===== config.mk =====
export PLATFORM = sky130hd
export DESIGN_NAME = gfx_irq_ctrl
export DESIGN_NICKNAME = d
export VERILOG_FILES = /design/src/rtl/gfx_irq_pkg.sv /design/src/rtl/gfx_irq_regdec.sv /design/src/rtl/gfx_irq_core.sv /design/src/rtl/gfx_irq_pool.sv /design/src/rtl/gfx_irq_ctrl.sv
export SDC_FILE = /design/constraint.sdc
export NUM_CORES = 1
export LEC_CHECK = 0
export BUFFER_PORTS_ARGS = -buffer_cell sky130_fd_sc_hd__buf_2
export CAP_MARGIN = 20
export CELL_PAD_IN_SITES_DETAIL_PLACEMENT = 1
export CELL_PAD_IN_SITES_GLOBAL_PLACEMENT = 1
export CORE_MARGIN = 3
export CORE_UTILIZATION = 30
export CTS_CLUSTER_SIZE = 12
export DETAILED_ROUTE_END_ITERATION = 16
export PLACE_DENSITY = 0.68
export SETUP_SLACK_MARGIN = 0.1
export SYNTH_ARGS = -nofsm -noshare
export SYNTH_HDL_FRONTEND = slang
export SYNTH_SLANG_ARGS = --single-unit

===== constraint.sdc =====
create_clock -name clk -period 1 [get_ports clk]
set_input_delay 0.05 -clock clk [delete_from_list [all_inputs] [get_ports clk]]
set_output_delay 0.05 -clock clk [all_outputs]
set_load 0.02 [all_outputs]

===== src/rtl/gfx_irq_pkg.sv =====
package gfx_irq_pkg;
    localparam int unsigned NUM_SRC    = 3;
    localparam int unsigned REG_ADDR_W = 5;
    localparam int unsigned SRC_FRAME  = 0;
    localparam int unsigned SRC_FLUSH  = 1;
    localparam int unsigned SRC_OOM    = 2;

    localparam logic [REG_ADDR_W-1:0] OFS_PEND   = 5'h00;
    localparam logic [REG_ADDR_W-1:0] OFS_EN_SET = 5'h04;
    localparam logic [REG_ADDR_W-1:0] OFS_EN_CLR = 5'h08;
    localparam logic [REG_ADDR_W-1:0] OFS_BASE   = 5'h0C;
    localparam logic [REG_ADDR_W-1:0] OFS_SIZE   = 5'h10;

    typedef struct packed {
        logic ack_pend;
        logic en_set;
        logic en_clr;
        logic base;
        logic size;
    } wr_stb_t;

    typedef enum logic [2:0] {
        RSEL_NONE,
        RSEL_PEND,
        RSEL_MASK,
        RSEL_BASE,
        RSEL_SIZE
    } rd_sel_e;
endpackage


===== src/rtl/gfx_irq_regdec.sv =====
module gfx_irq_regdec
    import gfx_irq_pkg::*;
(
    input  logic                  sel_i,
    input  logic                  we_i,
    input  logic [REG_ADDR_W-1:0] addr_i,
    output wr_stb_t               wstb_o,
    output rd_sel_e               rsel_o
);
    always_comb begin
        wstb_o = '0;
        rsel_o = RSEL_NONE;
        if (sel_i) begin
            unique case (addr_i)
                OFS_PEND: begin
                    wstb_o.ack_pend = we_i;
                    rsel_o          = RSEL_PEND;
                end
                OFS_EN_SET: begin
                    wstb_o.en_set = we_i;
                    rsel_o        = RSEL_MASK;
                end
                OFS_EN_CLR: begin
                    wstb_o.en_clr = we_i;
                    rsel_o        = RSEL_MASK;
                end
                OFS_BASE: begin
                    wstb_o.base = we_i;
                    rsel_o      = RSEL_BASE;
                end
                OFS_SIZE: begin
                    wstb_o.size = we_i;
                    rsel_o      = RSEL_SIZE;
                end
                default: ;
            endcase
            if (we_i) rsel_o = RSEL_NONE;
        end
    end
endmodule


===== src/rtl/gfx_irq_core.sv =====
module gfx_irq_core
    import gfx_irq_pkg::*;
(
    input  logic               clk,
    input  logic               rst_n,
    input  logic               frame_evt_i,
    input  logic               flush_evt_i,
    input  logic               oom_evt_i,
    input  wr_stb_t            wstb_i,
    input  logic [NUM_SRC-1:0] wbits_i,
    output logic [NUM_SRC-1:0] pend_o,
    output logic [NUM_SRC-1:0] mask_o,
    output logic               irq_o
);
    typedef struct packed {
        logic [NUM_SRC-1:0] pend;
        logic [NUM_SRC-1:0] mask;
        logic               oom_cond;
        logic               irq;
    } core_st_t;

    core_st_t st_d, st_q;
    logic [NUM_SRC-1:0] hw_set;
    logic [NUM_SRC-1:0] ack_bits;

    always_comb begin
        hw_set            = '0;
        hw_set[SRC_FRAME] = frame_evt_i;
        hw_set[SRC_FLUSH] = flush_evt_i;
        hw_set[SRC_OOM]   = oom_evt_i | st_q.oom_cond;
        ack_bits          = wstb_i.ack_pend ? wbits_i : '0;

        st_d          = st_q;
        st_d.pend     = hw_set | (st_q.pend & ~ack_bits);
        if (wstb_i.en_set) st_d.mask = st_q.mask | wbits_i;
        if (wstb_i.en_clr) st_d.mask = st_q.mask & ~wbits_i;
        st_d.oom_cond = oom_evt_i | (st_q.oom_cond & ~wstb_i.size);
        st_d.irq      = |(st_q.pend & st_q.mask);
    end

    always_ff @(posedge clk or negedge rst_n) begin
        if (!rst_n) st_q <= '0;
        else        st_q <= st_d;
    end

    assign pend_o = st_q.pend;
    assign mask_o = st_q.mask;
    assign irq_o  = st_q.irq;

    for (genvar k = 0; k < NUM_SRC; k++) begin : g_bit_chk
        a_r10_event_wins: assert property (@(posedge clk) disable iff (!rst_n)
            hw_set[k] |=> st_q.pend[k]);
        a_r4_set_bit: assert property (@(posedge clk) disable iff (!rst_n)
            (wstb_i.en_set && wbits_i[k]) |=> st_q.mask[k]);
        a_r5_clr_bit: assert property (@(posedge clk) disable iff (!rst_n)
            (wstb_i.en_clr && wbits_i[k]) |=> !st_q.mask[k]);
        a_r3_ack_clears: assert property (@(posedge clk) disable iff (!rst_n)
            (wstb_i.ack_pend && wbits_i[k] && !hw_set[k]) |=> !st_q.pend[k]);
    end

    a_r8_oom_sticky: assert property (@(posedge clk) disable iff (!rst_n)
        st_q.oom_cond |=> st_q.pend[SRC_OOM]);
    a_r7_irq_low: assert property (@(posedge clk) disable iff (!rst_n)
        !(|(st_q.pend & st_q.mask)) |=> !st_q.irq);
    a_r7_irq_high: assert property (@(posedge clk) disable iff (!rst_n)
        (|(st_q.pend & st_q.mask)) |=> st_q.irq);
endmodule


===== src/rtl/gfx_irq_pool.sv =====
module gfx_irq_pool #(
    parameter int unsigned BASE_W = 32,
    parameter int unsigned SIZE_W = 32
) (
    input  logic              clk,
    input  logic              rst_n,
    input  logic              base_wr_i,
    input  logic              size_wr_i,
    input  logic [BASE_W-1:0] base_wdata_i,
    input  logic [SIZE_W-1:0] size_wdata_i,
    output logic [BASE_W-1:0] base_o,
    output logic [SIZE_W-1:0] size_o
);
    typedef struct packed {
        logic [BASE_W-1:0] base;
        logic [SIZE_W-1:0] size;
    } pool_st_t;

    pool_st_t st_d, st_q;

    always_comb begin
        st_d = st_q;
        if (base_wr_i) st_d.base = base_wdata_i;
        if (size_wr_i) st_d.size = size_wdata_i;
    end

    always_ff @(posedge clk or negedge rst_n) begin
        if (!rst_n) st_q <= '0;
        else        st_q <= st_d;
    end

    assign base_o = st_q.base;
    assign size_o = st_q.size;

    a_r9_size_load: assert property (@(posedge clk) disable iff (!rst_n)
        size_wr_i |=> (st_q.size == $past(size_wdata_i)));
    a_r9_base_hold: assert property (@(posedge clk) disable iff (!rst_n)
        !base_wr_i |=> $stable(st_q.base));
endmodule


===== src/rtl/gfx_irq_ctrl.sv =====
module gfx_irq_ctrl
    import gfx_irq_pkg::*;
#(
    parameter int unsigned DATA_W = 32,
    parameter int unsigned BASE_W = 32,
    parameter int unsigned SIZE_W = 32
) (
    input  logic                  clk,
    input  logic                  rst_n,
    input  logic                  reg_sel_i,
    input  logic                  reg_we_i,
    input  logic [REG_ADDR_W-1:0] reg_addr_i,
    input  logic [DATA_W-1:0]     reg_wdata_i,
    output logic [DATA_W-1:0]     reg_rdata_o,
    input  logic                  frame_done_i,
    input  logic                  flush_done_i,
    input  logic                  bin_oom_i,
    output logic                  irq_o,
    output logic [BASE_W-1:0]     pool_base_o,
    output logic [SIZE_W-1:0]     pool_size_o
);
    typedef struct packed {
        logic [DATA_W-1:0] rdata;
    } rd_st_t;

    wr_stb_t            wstb;
    rd_sel_e            rsel;
    logic [NUM_SRC-1:0] pend;
    logic [NUM_SRC-1:0] mask;
    rd_st_t             rd_d, rd_q;

    gfx_irq_regdec u_dec (
        .sel_i  (reg_sel_i),
        .we_i   (reg_we_i),
        .addr_i (reg_addr_i),
        .wstb_o (wstb),
        .rsel_o (rsel)
    );

    gfx_irq_core u_core (
        .clk         (clk),
        .rst_n       (rst_n),
        .frame_evt_i (frame_done_i),
        .flush_evt_i (flush_done_i),
        .oom_evt_i   (bin_oom_i),
        .wstb_i      (wstb),
        .wbits_i     (reg_wdata_i[NUM_SRC-1:0]),
        .pend_o      (pend),
        .mask_o      (mask),
        .irq_o       (irq_o)
    );

    gfx_irq_pool #(.BASE_W(BASE_W), .SIZE_W(SIZE_W)) u_pool (
        .clk          (clk),
        .rst_n        (rst_n),
        .base_wr_i    (wstb.base),
        .size_wr_i    (wstb.size),
        .base_wdata_i (reg_wdata_i[BASE_W-1:0]),
        .size_wdata_i (reg_wdata_i[SIZE_W-1:0]),
        .base_o       (pool_base_o),
        .size_o       (pool_size_o)
    );

    always_comb begin
        rd_d.rdata = '0;
        unique case (rsel)
            RSEL_PEND: rd_d.rdata = DATA_W'(pend);
            RSEL_MASK: rd_d.rdata = DATA_W'(mask);
            RSEL_BASE: rd_d.rdata = DATA_W'(pool_base_o);
            RSEL_SIZE: rd_d.rdata = DATA_W'(pool_size_o);
            default:   rd_d.rdata = '0;
        endcase
    end

    always_ff @(posedge clk or negedge rst_n) begin
        if (!rst_n) rd_q <= '0;
        else        rd_q <= rd_d;
    end

    assign reg_rdata_o = rd_q.rdata;

    a_r6_upper_zero: assert property (@(posedge clk) disable iff (!rst_n)
        (reg_sel_i && !reg_we_i && (reg_addr_i == OFS_EN_CLR)) |=> (reg_rdata_o == DATA_W'($past(mask))));
    a_r11_unmapped_zero: assert property (@(posedge clk) disable iff (!rst_n)
        (reg_sel_i && !reg_we_i && (rsel == RSEL_NONE)) |=> (reg_rdata_o == '0));
endmodule


==> reports/results.tsv, run 1 <==
stage	metric	value	unit
flow_run	MaxCap Viol Count	0	
sta	setup repair after global routing missed its margin	true	
floorplan	Rows	42	
synthesis	Yosys reg bits	104	
global_routing	initial antenna violation count	0	
cts	CTS Buf Count	9	
cts	Clk Latency, worst-skew pair	350	ps
setup_path	CP endpoint kind	flip-flop	
sta	Slew Limit Fails	0	
sta	final setup margin	-417	ps
cts	root buffer cell	clkbuf_16	
synthesis	EDFF count, synth	0	
setup_path	kind of launch point of the worst setup path	input port	
global_routing	vias in the first global route	3971	
drt	drt wl/cell	22.5	um
place	Post-Place Worst Slack	-857	ps
sta	minimum clock period after layout	1420	ps
synthesis	Main synth FF type	dfrtp_1	
cts	Reg clk slew, reported paths	70	ps
place	Placed Area	5240	um2
cts	CTS tree	yes	
drt	Total Wirelength	16200	um
place	GPL Wtd Cong	0.732	
setup_path	R2R Path End	reg_rdata_o[2]	
setup_path	Max FO, Critical Path	6	
drt	Remaining DRCs	0	
cts	Clock Sinks	104	
outcome	status	finished, violations left	
finish	Final #Nets	582	
synthesis	Area contributors post-synth	dfrtp_1 (63%), mux2_4 (10%), mux2_2 (9.2%), a22o_1 (6.7%), mux2i_1 (2.2%)	
synthesis	Post-synth top cells	dfrtp_1 (104), mux2_2 (34), a22o_1 (32), mux2_4 (29), mux2i_1 (9)	
global_routing	grt total ovfl	0	
setup_path	number of cells on the worst reg-to-reg path	3	
setup_path	Setup CP Type	input port to flip-flop	
synthesis	biggest area consumer among synthesized cells	dfrtp_1	
drt	DR pass1 iterations	4	
finish	layout cell share with drive strength beyond 1	0.630	
drt	vias per inst	4.75	
sta	final hold vios	0	
drt	1st-iter DRT viols	127	
floorplan	io pins	141	
drt	via count	3418	
min_path	Hold Path Depth	2	
setup_path	Worst Setup EP	u_pool.size_o[8]	
place	Final HPWL DP	7780	um
sta	WHS	33.3	ps
sta	crit share post-route	1.42	
synthesis	Post-synth ARST share	1.00	
floorplan	Die Y	124	um
outcome	failing checks	negative setup slack	
global_routing	GR Util All Layers	0.207	
setup_path	r2r setup slk	-50	ps
drt	Antenna Nets Post-Route	0	
min_path	Hold Crit Class	input port to flip-flop	
synthesis	Avg Cell Area, Syn	15.9	um2
finish	Layout area overhead	83.6	%
finish	Design Area, Final	7640	um2
setup_path	WP data arrival	1650	ps
synthesis	Seq/Total Area, Yosys	0.626	
synthesis	library cells used by synthesis	27	
setup_path	Worst Path Required	1240	ps
finish	# diodes	0	
floorplan	core area	13400	um2
cts	clk buf depth	2	
global_routing	global-route wire length before repair	23200	um
setup_path	Critical path origin	reg_addr_i[0]	
synthesis	Post-Syn Area	4160	um2
cts	H-tree depth	3	
global_routing	largest net degree at the start of global routing	46	
synthesis	Mapped Nets	305	
floorplan	initial core utilization	0.310	
sta	Max Clk Rate	0.706	GHz
pwr	LEAKAGE	3.90	nW
sta	Finish-stage setup viols	101	
sta	Slew Limit Headroom	0.776	
floorplan	Die Width	124	um
place	PortBufs	140	
floorplan	Die Area	15300	um2
synthesis	Ys Warns	0	
pwr	Pwr per Cell Area	1560	nW/um2
synthesis	top-area cell type share of the netlist area	0.626	
pwr	VDD IR-drop max	1010	uV
synthesis	cells after synthesis	261	
sta	Layout Skew	5.07	ps
sta	worst-margin pin slew	334	ps
synthesis	most common cell in the netlist	dfrtp_1	
==> flip-flops by register name, summed over array words and instances (netlist names), named ones only <==
signal / cells
reg_rdata_o: 32
u_core.st_q: 1
u_pool.size_o: 32
u_pool.base_o: 32
u_core.irq_o: 1
u_core.pend_o: 3
==> where the power goes <==
group	switching (mW)	internal, mW
clock network	1.67	2.36
logic	1.24	1.75
registers	0.312	4.56
==> through the flow <==
stage	utilization	power, mW	cells	TNS (ps)
3_5_place_dp	0.391	6.58	584	-80420
5_1_grt	0.570	12.4	719	-38860
3_3_place_gp	0.391	6.51	584	-79260
4_1_cts	0.549	11.8	705	-33830
2_1_floorplan	-	5.80	261	-51120
6_report	0.570	11.9	719	-36200
==> logic make-up (layout without fill, tap and decap cells) <==
logic type             count (synthesis)  after routing  synth area share
flip-flops                           104            104             0.626
AO/OA/AOI/OAI                         43             43            0.0881
buffers and inverters                 19            301            0.0349
multiplexers                          73             73             0.221
AND/OR/NAND/NOR                       22             22            0.0301
==> worst min path at each step <==
| stage | end | slack, ps | start |
|---|---|---|---|
| after detailed placement | u_pool.size_o[16] | -40 | rst_n |
| after CTS | u_pool.size_o[0] | 0.9 | reg_wdata_i[0] |
| after global routing | u_pool.base_o[2] | 20 | reg_wdata_i[2] |
| after global placement | reg_rdata_o[16] | -40 | rst_n |
| final | u_pool.size_o[0] | 30 | reg_wdata_i[0] |
| after floorplan | async pin | -250 | rst_n |
==> cell type report <==
| type | instances | area (um2) |
|---|---|---|
| multi-input combinational | 138 | 1650 |
| timing repair buffer | 283 | 2820 |
| inverter | 2 | 7.51 |
| clock inverter | 5 | 86.3 |
| fill | 1300 | 5760 |
| tap | 176 | 220 |
| sequential | 104 | 2600 |
| clock buffer | 11 | 253 |
==> routing by layer <==
| layer | wire [um] | share of wire | vias up | global-route usage |
|---|---|---|---|---|
| li1 | - | - | 1527 | - |
| met1 | 6170 | 0.38 | 1767 | 0.223 |
| met2 | 9130 | 0.56 | 107 | 0.401 |
| met3 | 612 | 0.038 | 17 | 0.0400 |
| met4 | 250 | 0.015 | 0 | 0.0637 |
| met5 | 0 | 0 | - | 0 |
==> critical path, cell delays in order <==
cell       delay, ps
buf_6            100
or4_4            530
or3_4            460
clkbuf_16        210
mux2_4           300
==> placed cells by master (no fill, tap or decap), drive strengths merged <==
| master | n |
|---|---|
| nor2 | 5 |
| a211o | 1 |
| clkinv | 1 |
| buf | 247 |
| nor4b | 1 |
| a22o | 32 |
| o32ai | 3 |
| or4b | 1 |
| or4 | 1 |
| bufinv | 2 |
| a222oi | 1 |
| nand4 | 3 |
| clkbuf | 14 |
| nor3 | 3 |
| or3 | 1 |
| nand2 | 5 |
| mux2i | 9 |
| nand2b | 1 |
| inv | 4 |
| dlygate4sd3 | 33 |
| mux2 | 64 |
| a31oi | 3 |
| nor2b | 1 |
| dfrtp | 104 |
| a21o | 3 |
==> what timing repair did <==
item                                    CTS  global route
endpoints found under the setup margin  199           199
gates resized for setup                 243            30
gates cloned                              7             5
buffers inserted                         65            10
endpoints found under the hold margin   166             0
pin swaps                                 5            10
hold buffers                             33             0
Note: power is estimated with default switching activity, not from simulation.
==> run 2, diff against run 1 <==
--- a/config.mk
+++ b/config.mk
@@ -10,10 +10,10 @@
 export CELL_PAD_IN_SITES_DETAIL_PLACEMENT = 1
 export CELL_PAD_IN_SITES_GLOBAL_PLACEMENT = 1
 export CORE_MARGIN = 3
-export CORE_UTILIZATION = 30
+export CORE_UTILIZATION = 36
 export CTS_CLUSTER_SIZE = 12
 export DETAILED_ROUTE_END_ITERATION = 16
-export PLACE_DENSITY = 0.68
+export PLACE_DENSITY = 0.78
 export SETUP_SLACK_MARGIN = 0.1
 export SYNTH_ARGS = -nofsm -noshare
 export SYNTH_HDL_FRONTEND = slang
==> constraint.sdc (replaced) <==
create_clock -name clk -period 1.2 [get_ports clk]
set_input_delay 0.06 -clock clk [delete_from_list [all_inputs] [get_ports clk]]
set_output_delay 0.06 -clock clk [all_outputs]
set_load 0.02 [all_outputs]
==> reports/results.tsv, run 2 (synthesized netlist as in run 1, its figures left out) <==
stage	metric	value	unit
flow_run	MaxCap Viol Count	0	
cts	Reg clk slew, reported paths	70	ps
outcome	status	finished, violations left	
cts	Clk Latency, worst-skew pair	340	ps
finish	Final #Nets	515	
floorplan	initial core utilization	0.375	
place	PortBufs	140	
drt	1st-iter DRT viols	138	
cts	clk buf depth	2	
sta	setup repair after global routing missed its margin	true	
drt	via count	3201	
setup_path	WP data arrival	1670	ps
sta	setup TNS	-17450	ps
drt	DR pass1 iterations	4	
setup_path	family with the most delay on the worst path	simple AND/OR/NAND/NOR gates	
cts	root buffer cell	clkbuf_16	
sta	Slew Limit Headroom	0.764	
drt	Total Wirelength	14100	um
sta	minimum clock period after layout	1440	ps
floorplan	Die Area	12900	um2
finish	commonest non-fill, non-tap cells in the layout	buf_2 (137), dfrtp_1 (103), mux2_4 (48)	
setup_path	kind of launch point of the worst setup path	input port	
global_routing	initial antenna violation count	0	
pwr	combinational fraction of design power	0.182	
drt	vias per inst	5.20	
finish	Filler cells	1098	
finish	# diodes	0	
min_path	Hold Crit Class	input port to flip-flop	
setup_path	Max FO, Critical Path	7	
setup_path	Setup CP Type	input port to flip-flop	
global_routing	grt total ovfl	0	
cts	CTS tree	yes	
cts	H-tree depth	3	
drt	Remaining DRCs	0	
setup_path	critical path's slowest cell	or4b_4	
floorplan	Die Y	113	um
sta	Layout Skew	5.68	ps
place	Post-Place Worst Slack	-646	ps
global_routing	GR Util All Layers	0.223	
place	Final HPWL DP	7720	um
pwr	LEAKAGE	3.39	nW
sta	Slew Limit Fails	0	
drt	Antenna Nets Post-Route	0	
floorplan	io pins	141	
cts	CTS Buf Count	9	
pwr	Overall Power	8.58	mW
global_routing	vias in the first global route	3641	
setup_path	crit-path cells	buf_8, or4b_4, nor3_4, buf_6, buf_12, buf_16, mux2_4	
drt	drt wl/cell	22.9	um
setup_path	CP peak stage delay	570	ps
finish	layout cell share with drive strength beyond 1	0.578	
finish	leading cell type in the layout, fill and taps excluded	buf_2	
floorplan	core area	11100	um2
pwr	Pwr per Cell Area	1360	nW/um2
pwr	VDD IR-drop max	904	uV
sta	Max Clk Rate	0.692	GHz
cts	Clock Sinks	104	
outcome	failing checks	negative setup slack	
place	GPL Wtd Cong	0.788	
sta	Finish-stage setup viols	98	
floorplan	Die Width	113	um
global_routing	global-route wire length before repair	21400	um
sta	crit share post-route	1.20	
setup_path	CP endpoint kind	flip-flop	
pwr	Sw Share	0.277	
setup_path	Worst Path Buf+Inv	4	
sta	WHS	44.4	ps
pwr	power share of the clock group	0.345	
setup_path	Worst Path Required	1430	ps
sta	worst-margin pin slew	353	ps
pwr	sequential share of power	0.473	
pwr	NetSw	2.38	mW
sta	final hold vios	0	
global_routing	largest net degree at the start of global routing	42	
finish	Layout area overhead	52.0	%
floorplan	Rows	38	
pwr	Internal Power	6.20	mW
sta	final setup margin	-244	ps
## run 2: power by group through the flow
| stage | Clock (mW) | Combinational, mW | Sequential, mW |
|---|---|---|---|
| after floorplan | 0 | 0.406 | 4.43 |
| after global placement | 0 | 1.33 | 4.08 |
| after detailed placement | 0 | 1.38 | 4.11 |
| after CTS | 3.00 | 1.56 | 4.05 |
| after global routing | 3.19 | 1.66 | 4.10 |
| final | 2.96 | 1.56 | 4.06 |
## run 2: path summary, 6_finish.rpt
kind	depth (start not counted)	end	slack, ps	from
setup / recovery	7	u_pool.base_o[28]	-240	reg_addr_i[0]
hold / removal	2	u_pool.base_o[1]	40	reg_wdata_i[1]
setup reg to reg	3	reg_rdata_o[0]	110	flip-flop
hold reg to reg	1	u_core.st_q[1]	500	u_core.st_q[1]
max in group asynchronous	3	async pin	480	rst_n
min in group asynchronous	2	reg_rdata_o[11]	170	rst_n
## run 2: metrics by stage
step                      instances   util  area (um2)
after floorplan                 261      -        4220
after detailed placement        546  0.468        5180
after CTS                       613  0.565        6260
after global placement          546  0.468        5180
after global routing            616  0.571        6320
final                           616  0.571        6320
## run 2: layer usage
layer	wire length [um]	global-route usage
met4	284	0.0809
met5	0	0
met1	5880	0.271
met2	7400	0.392
met3	570	0.0446
## run 2: cell type report
class / instances / area (um2) / share of cell area
sequential: 104 / 2600 / 0.412
tap: 140 / 175 / 0.0277
multi-input combinational: 138 / 1570 / 0.248
inverter: 2 / 7.51 / 0.00119
timing repair buffer: 216 / 1670 / 0.264
clock inverter: 6 / 58.8 / 0.00930
clock buffer: 10 / 239 / 0.0378
## run 2: what timing repair did
action | in CTS | in global routing
gates resized for setup | 43 | 8
setup endpoints to repair | 98 | 101
endpoints found under the hold margin | 166 | 0
pin swaps | 7 | 7
setup buffers | 11 | 3
gates cloned | 7 | 1
hold buffers | 33 | 0
## run 2: worst reg2reg max path, cell delays in order (launching register included)
cell     delay [ps]
dfrtp_2         440
mux2i_1         170
mux2i_1         120
a22o_1          250
